==> src/rtl/sd_irq_pkg.sv <==
package sd_irq_pkg;
  localparam int unsigned DW = 32;
  localparam int unsigned GW = 16;

  localparam logic [7:0] OFF_NSTAT = 8'h60;
  localparam logic [7:0] OFF_ESTAT = 8'h64;
  localparam logic [7:0] OFF_NSTEN = 8'h68;
  localparam logic [7:0] OFF_ESTEN = 8'h6C;
  localparam logic [7:0] OFF_NIE   = 8'h70;
  localparam logic [7:0] OFF_EIE   = 8'h74;

  // storable positions per group
  localparam logic [GW-1:0] NRM_STAT_MASK = 16'h7F3F;
  localparam logic [GW-1:0] NRM_STEN_MASK = 16'h7F3F;
  localparam logic [GW-1:0] NRM_IE_MASK   = 16'hFF3F;
  localparam logic [GW-1:0] ERR_MASK      = 16'h7F7F;

  localparam int unsigned SUM_BIT = 15;

  typedef enum logic [2:0] {
    SEL_NONE, SEL_NSTAT, SEL_ESTAT, SEL_NSTEN, SEL_ESTEN, SEL_NIE, SEL_EIE
  } reg_sel_e;
endpackage

==> src/rtl/sd_irq_dec.sv <==
module sd_irq_dec
  import sd_irq_pkg::*;
#(
  parameter int unsigned AW = 8
) (
  input  logic [AW-1:0] addr_i,
  output reg_sel_e      sel_o
);
  always_comb begin
    unique case (addr_i)
      AW'(OFF_NSTAT): sel_o = SEL_NSTAT;
      AW'(OFF_ESTAT): sel_o = SEL_ESTAT;
      AW'(OFF_NSTEN): sel_o = SEL_NSTEN;
      AW'(OFF_ESTEN): sel_o = SEL_ESTEN;
      AW'(OFF_NIE):   sel_o = SEL_NIE;
      AW'(OFF_EIE):   sel_o = SEL_EIE;
      default:        sel_o = SEL_NONE;
    endcase
  end
endmodule

==> src/rtl/sd_irq_group.sv <==
module sd_irq_group #(
  parameter int unsigned    W         = 16,
  parameter logic [W-1:0]   STAT_MASK = '1,
  parameter logic [W-1:0]   STEN_MASK = '1,
  parameter logic [W-1:0]   IE_MASK   = '1
) (
  input  logic         clk_i,
  input  logic         rst_ni,
  input  logic [W-1:0] evt_i,
  input  logic [W-1:0] wdata_i,
  input  logic         stat_we_i,
  input  logic         sten_we_i,
  input  logic         ie_we_i,
  output logic [W-1:0] stat_o,
  output logic [W-1:0] sten_o,
  output logic [W-1:0] ie_o
);
  logic [W-1:0] stat_q, sten_q, ie_q;
  logic [W-1:0] clr, set, stat_d;

  assign clr    = stat_we_i ? wdata_i : '0;
  assign set    = evt_i & sten_q;
  // set after clear: a coincident event survives
  assign stat_d = ((stat_q & ~clr) | set) & STAT_MASK;

  always_ff @(posedge clk_i or negedge rst_ni) begin
    if (!rst_ni) begin
      stat_q <= '0;
      sten_q <= '0;
      ie_q   <= '0;
    end else begin
      stat_q <= stat_d;
      if (sten_we_i) sten_q <= wdata_i & STEN_MASK;
      if (ie_we_i)   ie_q   <= wdata_i & IE_MASK;
    end
  end

  assign stat_o = stat_q;
  assign sten_o = sten_q;
  assign ie_o   = ie_q;
endmodule

==> src/rtl/sd_irq_status.sv <==
module sd_irq_status
  import sd_irq_pkg::*;
#(
  parameter int unsigned AW = 8
) (
  input  logic          clk_i,
  input  logic          rst_ni,
  input  logic [GW-1:0] nrm_evt_i,
  input  logic [GW-1:0] err_evt_i,
  input  logic [AW-1:0] reg_addr_i,
  input  logic          reg_we_i,
  input  logic [DW-1:0] reg_wdata_i,
  output logic [DW-1:0] reg_rdata_o,
  output logic          irq_o
);
  reg_sel_e      sel;
  logic [GW-1:0] wdata;
  logic [GW-1:0] nrm_stat, nrm_sten, nrm_ie;
  logic [GW-1:0] err_stat, err_sten, err_ie;
  logic [GW-1:0] nrm_view;
  logic          pending, irq_q;

  assign wdata = reg_wdata_i[GW-1:0];

  sd_irq_dec #(.AW(AW)) u_dec (.addr_i(reg_addr_i), .sel_o(sel));

  sd_irq_group #(
    .W(GW), .STAT_MASK(NRM_STAT_MASK), .STEN_MASK(NRM_STEN_MASK), .IE_MASK(NRM_IE_MASK)
  ) u_nrm (
    .clk_i, .rst_ni,
    .evt_i(nrm_evt_i), .wdata_i(wdata),
    .stat_we_i(reg_we_i && sel == SEL_NSTAT),
    .sten_we_i(reg_we_i && sel == SEL_NSTEN),
    .ie_we_i  (reg_we_i && sel == SEL_NIE),
    .stat_o(nrm_stat), .sten_o(nrm_sten), .ie_o(nrm_ie)
  );

  sd_irq_group #(
    .W(GW), .STAT_MASK(ERR_MASK), .STEN_MASK(ERR_MASK), .IE_MASK(ERR_MASK)
  ) u_err (
    .clk_i, .rst_ni,
    .evt_i(err_evt_i), .wdata_i(wdata),
    .stat_we_i(reg_we_i && sel == SEL_ESTAT),
    .sten_we_i(reg_we_i && sel == SEL_ESTEN),
    .ie_we_i  (reg_we_i && sel == SEL_EIE),
    .stat_o(err_stat), .sten_o(err_sten), .ie_o(err_ie)
  );

  // summary bit is derived, never stored
  always_comb begin
    nrm_view          = nrm_stat;
    nrm_view[SUM_BIT] = |err_stat;
  end

  assign pending = (|(nrm_view & nrm_ie)) | (|(err_stat & err_ie));

  always_ff @(posedge clk_i or negedge rst_ni) begin
    if (!rst_ni) irq_q <= 1'b0;
    else         irq_q <= pending;
  end
  assign irq_o = irq_q;

  always_comb begin
    reg_rdata_o = '0;
    unique case (sel)
      SEL_NSTAT: reg_rdata_o[GW-1:0] = nrm_view;
      SEL_ESTAT: reg_rdata_o[GW-1:0] = err_stat;
      SEL_NSTEN: reg_rdata_o[GW-1:0] = nrm_sten;
      SEL_ESTEN: reg_rdata_o[GW-1:0] = err_sten;
      SEL_NIE:   reg_rdata_o[GW-1:0] = nrm_ie;
      SEL_EIE:   reg_rdata_o[GW-1:0] = err_ie;
      default:   reg_rdata_o = '0;
    endcase
  end
endmodule

==> config.mk <==
export PLATFORM = sky130hd
export DESIGN_NAME = sd_irq_status
export DESIGN_NICKNAME = d
export VERILOG_FILES = /design/src/rtl/sd_irq_pkg.sv /design/src/rtl/sd_irq_dec.sv /design/src/rtl/sd_irq_group.sv /design/src/rtl/sd_irq_status.sv
export SDC_FILE = /design/constraint.sdc
export NUM_CORES = 1
export LEC_CHECK = 0
export BUFFER_PORTS_ARGS = -buffer_cell sky130_fd_sc_hd__clkbuf_2
export CORE_ASPECT_RATIO = 1.4
export CORE_UTILIZATION = 40
export DETAILED_ROUTE_END_ITERATION = 10
export RECOVER_POWER = 50
export SLEW_MARGIN = 20
export SYNTH_ARGS = -nofsm -noshare
export SYNTH_HDL_FRONTEND = slang
export SYNTH_HIERARCHICAL = 1
export SYNTH_SLANG_ARGS = --single-unit
==> constraint.sdc <==
create_clock -name clk_i -period 4.7 [get_ports clk_i]
set_input_delay 0 -clock clk_i [delete_from_list [all_inputs] [get_ports clk_i]]
set_output_delay 0 -clock clk_i [all_outputs]
set_load 0.02 [all_outputs]
==> run_results.csv <==
group,metric,value,unit
sta,setup_viol,0,
clocking,cts_setup_buffers,0,
clocking,cts_tree,"built",
logic_synthesis,yosysWarnings,6,
logic_synthesis,synthCells,380,
grt,antenna_found_initial,0,
grt,grt_max_degree,84,
placement,place_area,4800,µm²
floorplan,start_util,41.0,%
layout,layout_common_cells,"dfrtp_1, clkbuf_2, mux2_2",
power_and_ir_drop,ir_drop,202,µV
grt,first_global_vias,3600,
power_and_ir_drop,power_density,320,nW/µm²
layout,antenna_cells,0,
layout,fin_util,50.5,%
clocking,htreeDepth,3,
clocking,clk_latency,0.34,ns
sta,final.setup.worst_slack,1.10,ns
sta,setup_tns,0,ns
layout,final_common_cell,"dfrtp_1",
floorplan,die-area,11600,µm²
setup_path,crit_path_start_kind,"input pin",
clocking,cts.sinks,83,
floorplan,die-height,127,µm
sta,fin_crit,3.60,ns
layout,area_delta_synth_final,23.2,%
layout,drive_gt1_share,31.1,%
layout,register_area,2080,µm²
clocking,clk_pin_slew,0.06,ns
sta,hold_viol,0,
grt,grt_pass1_wl,19400,µm
layout,nets,560,
layout,fillerInstances,974,
outcome,outcome,"finished, violations left",
sta,slew_headroom,-72.9,%
sta,period_share,76.6,%
sta,fmax,278,MHz
sta,timing_max_transition_violations_final,99,
floorplan,rows,45,
setup_path,end_kind,"flop",
setup_path,cp.required,4.92,ns
clocking,max-clock-path-buffers,2,
clocking,ctsRootBufferMaster,"clkbuf_16",
sta,worst-slew-pin-transition,2.57,ns
power_and_ir_drop,leakage,0.00256,µW
setup_path,cp_max_fo,35,
placement,dp_cells,571,
logic_synthesis,netlist_area,4460,µm²
run,cap_violations,2,
routing,drt-total-wl,12200,µm
setup_path,worstPathArrival,3.82,ns
sta,rsz0062_at_grt,"false",
routing,detail_route.wl_per_cell,19.4,µm
routing,ant_nets,0,
routing,route.vias.total,3494,
setup_path,regToRegSetupSlack,3.11,ns
routing,drc,0,
sta,finClkSkew,0.00362,ns
routing,first_pass_iters,4,
grt,grt-ovfl-total,0,
setup_path,critPathKind,"in -> reg",
layout,fin_area,5490,µm²
clocking,cts-buffers-inserted,9,
placement,pre_cts_ws,1.61,ns
outcome,violations,"capacitance limit, slew limit",
routing,via_per_inst,5.55,
layout,multiInputGateArea,2140,µm²
routing,dr.first_iter.drc_count,204,
clocking,cts_resized,0,
placement,detailed_place_hpwl,8120,µm
placement,place.gp.congestion,0.839,
floorplan,io_pins,108,
hold_path,hold_class,"in -> reg",
grt,grtUsageTotal,22.1,%
placement,portBuffers,68,
floorplan,core_area,10900,µm²
logic_synthesis,syn_area_per_cell,11.7,µm²
floorplan,chipWidth,91.2,µm
layout,fin_cells,630,
repair_timing:
action	CTS	global route
hold endpoints to repair	153	0
hold buffers	44	0
setup endpoints to repair	0	0
state kept, by name (all words and copies together) (netlist names):
| register | cells |
|---|---|
| u_err/ie_o | 14 |
| u_err/stat_o | 14 |
| u_err/sten_o | 14 |
| u_nrm/ie_o | 14 |
| u_nrm/stat_o | 13 |
| u_nrm/sten_o | 13 |
| irq_o | 1 |
report_power, final:
group          total, µW  switching (µW)  internal, µW
sequential           868            89.8           778
combinational        223            99.6           123
clock                669             272           397
total               1760             462          1300
final cells by class:
cell class	count	share of cell area, %
well taps	141	3.21
multi-input cells	274	39.0
flip-flops and latches	83	37.8
clock buffers	13	4.92
repair buffers	117	14.8
clock inverters	2	0.182
per-layer routing:
layer | vias to the layer above | wire [µm] | GRT usage, %
li1 | 1590 | - | -
met4 | 0 | 328 | 9.90
met5 | - | 0 | 0
met2 | 117 | 6220 | 36.7
met1 | 1765 | 5100 | 28.1
met3 | 22 | 562 | 4.14
critical path, cell delays in order:
cell and delay [ns]:
clkbuf_2 0.08, nand4bb_4 0.25, a211oi_1 0.19, clkbuf_2 0.68, nand2_1 0.17, nor3_1 1.96
mux2_2 0.47
path summary, 6_finish.rpt:
path                                        from          endpoint  cells after the start
max in group asynchronous                 rst_ni  u_nrm/sten_o[10]                      2
worst max register to register  u_err/stat_o[13]             irq_o                      4
worst min register to register  u_nrm/sten_o[12]  u_nrm/stat_o[12]                      1
worst max-delay path               reg_addr_i[7]  u_err/sten_o[10]                      7
min in group asynchronous                 rst_ni   u_nrm/stat_o[2]                      2
worst min-delay path              reg_wdata_i[9]     u_err/ie_o[9]                      2
through the flow:
step           power [µW]  hold WS [ns]
2_1_floorplan         977        -0.296
3_3_place_gp         1060         0.232
3_5_place_dp         1060         0.238
4_1_cts              1760       0.00627
5_1_grt              1830        0.0181
6_report             1760        0.0122
No activity file was read; power rests on OpenSTA's default activity.
